`src/rtl/calc_pkg.sv`:
```
package calc_pkg;
    localparam int DW    = 4;
    localparam int AW    = 6;
    localparam int PW    = 2 * DW;
    localparam int DEPTH = 1 << AW;

    typedef enum logic [2:0] {
        ST_IDLE,
        ST_LDA,
        ST_LDB,
        ST_CALC,
        ST_WB
    } seq_e;

    typedef struct packed {
        logic [DW-1:0] sum;
        logic          carry;
        logic [DW-1:0] diff;
        logic          borrow;
        logic [PW-1:0] prod;
    } alu_res_t;

    function automatic logic [DW-1:0] pick_wb(input logic init,
                                              input logic [PW-1:0] prod,
                                              input logic [DW-1:0] ext);
        logic [DW-1:0] hi;
        hi = prod[PW-1 -: DW];
        if (init)
            return ext;
        else if (^hi)
            return hi;
        else
            return ext;
    endfunction
endpackage

```
`src/rtl/calc_regfile.sv`:
```
module calc_regfile
    import calc_pkg::*;
(
    input  logic          clk,
    input  logic          we,
    input  logic [AW-1:0] waddr,
    input  logic [DW-1:0] wdata,
    input  logic [AW-1:0] raddr_op,
    output logic [DW-1:0] rdata_op,
    input  logic [AW-1:0] raddr_obs,
    output logic [DW-1:0] rdata_obs
);
    logic [DW-1:0] mem [DEPTH];

    always_ff @(posedge clk) begin
        if (we)
            mem[waddr] <= wdata;
    end

    assign rdata_op  = mem[raddr_op];
    assign rdata_obs = mem[raddr_obs];
endmodule

```
`src/rtl/calc_alu.sv`:
```
module calc_alu
    import calc_pkg::*;
(
    input  logic [DW-1:0] a,
    input  logic [DW-1:0] b,
    output alu_res_t      res
);
    logic signed [PW-1:0] a_ext;
    logic signed [PW-1:0] b_ext;
    logic signed [PW-1:0] p_full;

    always_comb begin
        a_ext = $signed({{DW{a[DW-1]}}, a});
        b_ext = $signed({{DW{b[DW-1]}}, b});
        p_full = a_ext * b_ext;
        {res.carry, res.sum} = {1'b0, a} + {1'b0, b};
        res.diff   = a - b;
        res.borrow = (a < b);
        res.prod   = p_full;
    end
endmodule

```
`src/rtl/calc_seq.sv`:
```
module calc_seq
    import calc_pkg::*;
(
    input  logic clk,
    input  logic rst,
    input  logic start,
    output seq_e state,
    output logic done
);
    seq_e nxt;

    always_comb begin
        nxt = state;
        case (state)
            ST_IDLE: if (start) nxt = ST_LDA;
            ST_LDA:  nxt = ST_LDB;
            ST_LDB:  nxt = ST_CALC;
            ST_CALC: nxt = ST_WB;
            ST_WB:   nxt = ST_IDLE;
            default: nxt = ST_IDLE;
        endcase
    end

    always_ff @(posedge clk) begin
        if (rst) begin
            state <= ST_IDLE;
            done  <= 1'b0;
        end else begin
            state <= nxt;
            done  <= (state == ST_WB);
        end
    end

    a_r11_done_once: assert property (@(posedge clk) disable iff (rst)
        done |=> !done);
endmodule

```
`src/rtl/calc_core.sv`:
```
module calc_core
    import calc_pkg::*;
(
    input  logic          clk,
    input  logic          rst,
    input  logic          start,
    input  logic          wb_en,
    input  logic          init_mode,
    input  logic          host_we,
    input  logic [AW-1:0] addr_a,
    input  logic [AW-1:0] addr_b,
    input  logic [AW-1:0] addr_w,
    input  logic [DW-1:0] ext_data,
    input  logic [AW-1:0] peek_addr,
    output logic [DW-1:0] peek_data,
    output logic [DW-1:0] sum,
    output logic          carry,
    output logic [DW-1:0] diff,
    output logic          borrow,
    output logic [PW-1:0] prod,
    output logic [DW-1:0] wb_data,
    output logic          busy,
    output logic          done
);
    seq_e          state;
    logic [AW-1:0] ra_q, rb_q, rw_q;
    logic          en_q;
    logic [DW-1:0] op_a, op_b;
    alu_res_t      alu_now, res_q;
    logic [AW-1:0] op_raddr;
    logic [DW-1:0] op_rdata;
    logic          mem_we;
    logic [AW-1:0] mem_waddr;
    logic [DW-1:0] mem_wdata;

    calc_seq u_seq (
        .clk   (clk),
        .rst   (rst),
        .start (start),
        .state (state),
        .done  (done)
    );

    always_ff @(posedge clk) begin
        if (rst) begin
            ra_q <= '0;
            rb_q <= '0;
            rw_q <= '0;
            en_q <= 1'b0;
            op_a <= '0;
            op_b <= '0;
            res_q <= '0;
        end else begin
            if (state == ST_IDLE && start) begin
                ra_q <= addr_a;
                rb_q <= addr_b;
                rw_q <= addr_w;
                en_q <= wb_en;
            end
            if (state == ST_LDA)  op_a  <= op_rdata;
            if (state == ST_LDB)  op_b  <= op_rdata;
            if (state == ST_CALC) res_q <= alu_now;
        end
    end

    assign op_raddr = (state == ST_LDA) ? ra_q : rb_q;

    calc_alu u_alu (
        .a   (op_a),
        .b   (op_b),
        .res (alu_now)
    );

    assign wb_data   = pick_wb(init_mode, res_q.prod, ext_data);
    assign mem_we    = ((state == ST_WB) && en_q) || ((state == ST_IDLE) && host_we);
    assign mem_waddr = (state == ST_WB) ? rw_q : addr_w;
    assign mem_wdata = (state == ST_WB) ? wb_data : ext_data;

    calc_regfile u_mem (
        .clk       (clk),
        .we        (mem_we),
        .waddr     (mem_waddr),
        .wdata     (mem_wdata),
        .raddr_op  (op_raddr),
        .rdata_op  (op_rdata),
        .raddr_obs (peek_addr),
        .rdata_obs (peek_data)
    );

    assign sum    = res_q.sum;
    assign carry  = res_q.carry;
    assign diff   = res_q.diff;
    assign borrow = res_q.borrow;
    assign prod   = res_q.prod;
    assign busy   = (state != ST_IDLE);

    a_r11_busy_on_start: assert property (@(posedge clk) disable iff (rst)
        (!busy && start) |=> busy);

    a_r8_init_forces_ext: assert property (@(posedge clk) disable iff (rst)
        (mem_we && state == ST_WB && init_mode) |-> (mem_wdata == ext_data));

    a_r6_product_word_odd: assert property (@(posedge clk) disable iff (rst)
        (mem_we && state == ST_WB && mem_wdata != ext_data) |-> (^mem_wdata));

    a_r9_no_write_when_off: assert property (@(posedge clk) disable iff (rst)
        (state == ST_WB && !en_q) |-> !mem_we);

    a_r5_product_sign: assert property (@(posedge clk) disable iff (rst)
        (state == ST_WB && op_a != '0 && op_b != '0)
            |-> (prod[PW-1] == (op_a[DW-1] ^ op_b[DW-1])));

    a_r3_sum_carry: assert property (@(posedge clk) disable iff (rst)
        (state == ST_WB) |-> ({carry, sum} == ({1'b0, op_a} + {1'b0, op_b})));
endmodule

```
`config.mk`:
```
export PLATFORM = sky130hd
export DESIGN_NAME = calc_core
export DESIGN_NICKNAME = d
export VERILOG_FILES = /design/src/rtl/calc_pkg.sv /design/src/rtl/calc_regfile.sv /design/src/rtl/calc_alu.sv /design/src/rtl/calc_seq.sv /design/src/rtl/calc_core.sv
export SDC_FILE = /design/constraint.sdc
export NUM_CORES = 1
export LEC_CHECK = 0
export BUFFER_PORTS_ARGS = -buffer_cell sky130_fd_sc_hd__buf_4
export CAP_MARGIN = 10
export CORE_UTILIZATION = 45
export CTS_BUF_LIST = sky130_fd_sc_hd__clkbuf_4 sky130_fd_sc_hd__clkbuf_8 sky130_fd_sc_hd__clkbuf_16
export DETAILED_ROUTE_END_ITERATION = 12
export GPL_ROUTABILITY_DRIVEN = 0
export PLACE_DENSITY = 0.61
export SLEW_MARGIN = 10
export SYNTH_ARGS = -nofsm -noshare
export SYNTH_HDL_FRONTEND = slang
export SYNTH_HIERARCHICAL = 1
export SYNTH_SLANG_ARGS = --single-unit
export TNS_END_PERCENT = 5
```
`constraint.sdc`:
```
create_clock -name clk -period 3.5 [get_ports clk]
set_input_delay 0.525 -clock clk [delete_from_list [all_inputs] [get_ports clk]]
set_output_delay 0.525 -clock clk [all_outputs]
set_load 0.05 [all_outputs]
```
[Word level (Yosys, flattened, before mapping)]
Memory sizes are Yosys's and may differ from the RTL's.
Cells that the tools add are included.
Operators by class
  $add $sub $neg: 2
  multiply operators: 1
  div/mod/pow operators: 0
  $lt $le $gt $ge: 1
  eq/ne operators: 5
  shift operators: 0
  muxes and demuxes: 9
  bitwise gates (word level): 0
  reduce and logical (&&, ||, !) cells: 7
Operators with widths (count)
  two-way mux 4 bit: 3
  two-way mux 6 bit: 2
  one-hot mux 3 bit (4 select lines): 1
  multiplier 4 x 4 -> 8 bit: 1
  == test 3 x 2 -> 1 bit (second input constant): 2
  adder 4 x 4 -> 5 bit: 1
  less-than comparator 4 bit: 1
  XOR reduction 4 bit: 1
  subtractor 4 bit: 1
  == test 3 x 1 -> 1 bit (second input constant): 1
  == test 3 bit (second input constant): 1
  logical AND 1 bit: 3
  zero test 3 bit: 1
  two-way mux 3 bit: 1
  nonzero test 3 bit: 1
  two-way mux 1 bit: 2
  inequality test 2 bit (second input constant): 1
  logical OR 1 bit: 1
Word-level totals
  register bits: 49
  bits in latches: 0
  memory bits (writable): 256
  bits in read-only memories: 0
  output and inout port bits: 28
  logic and storage cells: 39
  memories: 1
Memory list
  u_mem.mem: depth 64, bits a word 4, rd ports 2, clocked after memory_dff 0, write ports 1, RTL line calc_regfile.sv:13  | logic [DW-1:0] mem [DEPTH];

[Longest topological paths before layout]
  word-level depth: 5
  gate-level depth with buffers: 15
  depth with buffers taken out: 15

[Hierarchy]
Netlist, hierarchy kept.
By module, submodules not included
  calc_regfile: times used 1, cells an instance 669, area each 12319.3 um^2
  calc_core: times used 1, cells an instance 220, area each 1894.3 um^2
  calc_alu: times used 1, cells an instance 95, area each 824.5 um^2
  calc_seq: times used 1, cells an instance 11, area each 126.4 um^2

[Worst setup path after synthesis]
Ideal clock, no wire load.
  path type: flip-flop to flip-flop
  start point: reg op_a[0]
  end point: reg res_q, in the netlist prod[7]
  data arrival time: 3381 ps
  setup slack: 49 ps
  stages on the path, launching flop included: 15
  path buffers: 0
  period minus slack after synthesis: 3451 ps
  cell sequence: dfxtp_1 -> inv_1 -> nand2_1 -> fa_1 -> fa_1 -> fa_1 -> inv_1 -> ha_1 -> fa_1 -> a21o_1 -> a21oi_1 -> xnor2_1 -> xnor2_1 -> nand2_1 -> a21oi_1
RTL lines
  start, declared: RTL line calc_core.sv:28  | logic [DW-1:0] op_a, op_b;
  start signal, assigned: RTL line calc_core.sv:60  | if (state == ST_LDA) op_a <= op_rdata;
  end signal, assigned: RTL line calc_core.sv:62  | if (state == ST_CALC) res_q <= alu_now;
  end, declared: RTL line calc_core.sv:29  | alu_res_t alu_now, res_q;

==> metrics.md <==
| Metric | Value |
|---|---|
| Status | `completed` |
| Critical path launch point type | `register` |
| Simple-Gate Fraction of Synth Area | `0.0751` |
| Routed WL per cell | `25.0 um` |
| Clock Root Buffer | `clkbuf_16` |
| Hold Crit Depth | `3` |
| Hold Crit Class | `in2reg` |
| CTS max path bufs | `3` |
| Diode count | `0` |
| Num ports | `62` |
| Largest net degree at the start of global routing | `65` |
| Distinct cells, synth | `63` |
| RSZ-0062 raised after global routing | `true` |
| CTS tree | `built` |
| Tot Pwr | `0.00863 W` |
| Setup-failing EPs final | `0` |
| Post-synth top flop | `edfxtp_1` |
| Clock share of power | `0.404` |
| Slew @ Worst Pin | `749 ps` |
| Largest area contributor in the netlist | `edfxtp_1` |
| DR vias/cell | `6.04` |
| Post-synthesis sequential area ratio | `0.572` |
| Place WS | `-41.1 ps` |
| Initial antenna violation count | `0` |
| Fraction of layout cells with a size suffix above 1 | `0.305` |
| Max Fclk | `0.298 GHz` |
| Vias in the first global route | `9274` |
| Synth Register Bits | `305` |
| Netlist Area Pre-Place | `15200 sq um` |
| Complex-gate fraction of the synthesized area | `0.0531` |
| H-tree Lvls | `2` |
| Adder-cell share of the synthesized area | `0.0318` |
| Comb power frac | `0.132` |
| R2R Path Start | `op_a[2]$_SDFFE_PP0P_` |
| Num Clock Sinks | `305` |
| Capturing point of the worst reg2reg path | `prod[7]$_SDFFE_PP0N_` |
| Pre-Repair DR Iteration Count | `5` |
| Cell Int Power | `0.00657 W` |
| Post-layout instance area | `17400 sq um` |
| Clk_lat worst skew | `510 ps` |
| Row count | `66` |
| Clk slew on worst S/H paths | `60 ps` |
| Post-synth top area share | `0.507` |
| Final Hold Viols | `0` |
| Pins Over Slew Limit | `0` |
| Vias | `9299` |
| Asr flop ratio synth | `0` |
| Port Buf Inserts | `61` |
| Minimum clock period | `3350 ps` |
| Number of synthesized flops with an enable pin | `256` |
| Tcrit/Tclk final | `0.957` |
| Fin worst setup slack | `149 ps` |
| Die ar. | `34400 sq um` |
| Hold Path End | `en_q$_SDFFE_PP0P_` |
| Part of the power in registers | `0.464` |
| Crit path max fanout | `2` |
| Routed wire length | `38.5 mm` |
| VDD IR max | `0.239 mV` |
| First-pass GRT wire length | `57.7 mm` |
| Post-Synthesis Cells | `995` |
| CP Class | `reg2reg` |
| Most frequent cells in the layout | `edfxtp_1 (256), mux4_2 (113), buf_4 (109)` |
| Leakage power | `5.83 nW` |
| Most common cell after layout, fill and taps aside | `edfxtp_1` |
| Iter 0 DRT Violations | `890` |
| Synth area leaders | `edfxtp_1 (51%), mux4_2 (17%), dfxtp_1 (6.5%)` |
| Max-Cap Viols | `0` |
| Worst setup EP type | `register` |
| DRC Markers | `0` |
| Starting Density | `0.461` |
| Hold Crit Start | `wb_en` |
| Chip height | `186 um` |
| Largest family of logic cells by synthesized area | `multiplexers` |
| Core footprint | `32900 sq um` |
| Mux share of post-synthesis cell area | `0.229` |
| Yosys Warn Count | `6` |
| Placed inst area | `16200 sq um` |
| Skew final | `16.0 ps` |
| Switching share of total power | `0.239` |
| Cell Pwr Density | `497 nW/um^2` |
| Die Span X | `186 um` |
| Reg2reg setup slack | `150 ps` |
| Nets@finish | `1143` |
| Post-detail-place hpwl | `26.6 mm` |
| Syn Nets | `1061` |
| Arr. time, crit path | `3790 ps` |
| Total GRT Usage | `0.231` |
| Final core utilization | `0.528` |
| GRT Residual Overflow | `0` |
| Req. time, crit path | `3940 ps` |
| Worst reg-to-reg path cell count | `13` |
| XOR/XNOR Fraction of Synth Area | `0.00866` |
| Post-route ant nets | `0` |
| Syn Area/Cell | `15.2 sq um` |
| Inserted Clock Buffers | `34` |
| Relative slew slack | `0.501` |
| Area grow syn2layout | `14.5%` |
| Sw Pwr | `0.00206 W` |
## cells by family after synthesis
logic type / count (synthesis)
muxes: 180
AOI/OAI and AO/OA: 123
DFF: 305
buffers and inverters: 92
and+or+nand+nor: 248
adders and majority gates: 32
xor gates and xnor gates: 15
## critical path, cell delays in order (launching register included)
cell,delay (ps)
dfxtp_2,340
nand2_2,50
fa_1,570
fa_1,440
fa_1,490
inv_1,40
ha_2,190
fa_2,360
a21o_1,170
a21oi_2,130
xnor2_1,150
xnor2_1,140
nand2_1,80
a21oi_2,130
## worst max-delay path by stage
stage / startpoint / to / slack [ps] / depth (start not counted)
after floorplan: op_a[0]$_SDFFE_PP0P_ / prod[7]$_SDFFE_PP0N_ / 50 / 14
after detailed placement: op_a[0]$_SDFFE_PP0P_ / prod[7]$_SDFFE_PP0N_ / -40 / 14
after global placement: op_a[0]$_SDFFE_PP0P_ / prod[7]$_SDFFE_PP0N_ / -2 / 14
final: op_a[2]$_SDFFE_PP0P_ / prod[7]$_SDFFE_PP0N_ / 150 / 13
after global routing: op_a[2]$_SDFFE_PP0P_ / prod[7]$_SDFFE_PP0N_ / -10 / 13
after CTS: op_a[0]$_SDFFE_PP0P_ / prod[7]$_SDFFE_PP0N_ / 2 / 14
## flip-flops by register name (all words and copies together) (netlist names)
register	cells
u_seq/state	3
u_mem/mem	256
u_seq/done	1
op_b	4
prod	8
en_q	1
op_a	4
sum	4
carry	1
rw_q	6
ra_q	6
rb_q	6
borrow	1
diff	4
## power by group through the flow
| stage | Sequential [W] | Clock (W) | Combinational (W) |
|---|---|---|---|
| 2_1_floorplan | 0.00409 | 0 | 0.000753 |
| 3_3_place_gp | 0.00407 | 0 | 0.00112 |
| 3_5_place_dp | 0.00408 | 0 | 0.00113 |
| 4_1_cts | 0.00400 | 0.00354 | 0.00114 |
| 5_1_grt | 0.00400 | 0.00368 | 0.00122 |
| 6_report | 0.00400 | 0.00349 | 0.00114 |
## per-stage QoR
step,hold WS (ps),std cells,setup TNS [ps]
floorplan,433,995,0
detailed placement,445,1482,-41.1
global placement,439,1482,-2.34
CTS,244,1539,0
global route,259,1540,-10.0
finish,263,1540,0
## metal layers
| metal | global-route usage | vias up | part of all wire |
|---|---|---|---|
| met1 | 0.319 | 4869 | 0.42 |
| met5 | 0 | - | 0 |
| met2 | 0.373 | 301 | 0.49 |
| met4 | 0.0652 | 0 | 0.023 |
| met3 | 0.0444 | 55 | 0.067 |
| li1 | - | 4074 | - |
## cell usage after synthesis, drive strengths merged (6+ instances only)
library cell / n
a21o: 7
nor3: 9
ha: 21
fa: 11
nand2b: 6
nand3b: 6
nor3b: 7
mux2i: 20
inv: 26
nor2b: 8
nor2: 87
a22oi: 6
buf: 37
xnor2: 13
o22ai: 16
edfxtp: 256
nand2: 94
a21oi: 44
o221ai: 10
clkbuf: 29
mux2: 35
mux4: 125
o21ai: 11
nand3: 10
dfxtp: 49
## cell type report
type / instances / area (sq um)
inverters: 26 / 97.6
repair buffers: 112 / 878
clock buffers: 44 / 978
fillers: 2722 / 15500
flip-flops and latches: 305 / 8670
well taps: 442 / 553
clock inverters: 13 / 109
multi-input cells: 598 / 6080
## timing repair
| action | CTS | global route |
|---|---|---|
| hold buffers | 0 | 0 |
| endpoints found under the setup margin | 1 | 1 |
| gates cloned | 0 | 0 |
| gates resized for setup | 1 | 9 |
| pin swaps | 1 | 9 |
| setup buffers | 0 | 1 |
No activity file was read; power rests on OpenSTA's default activity.
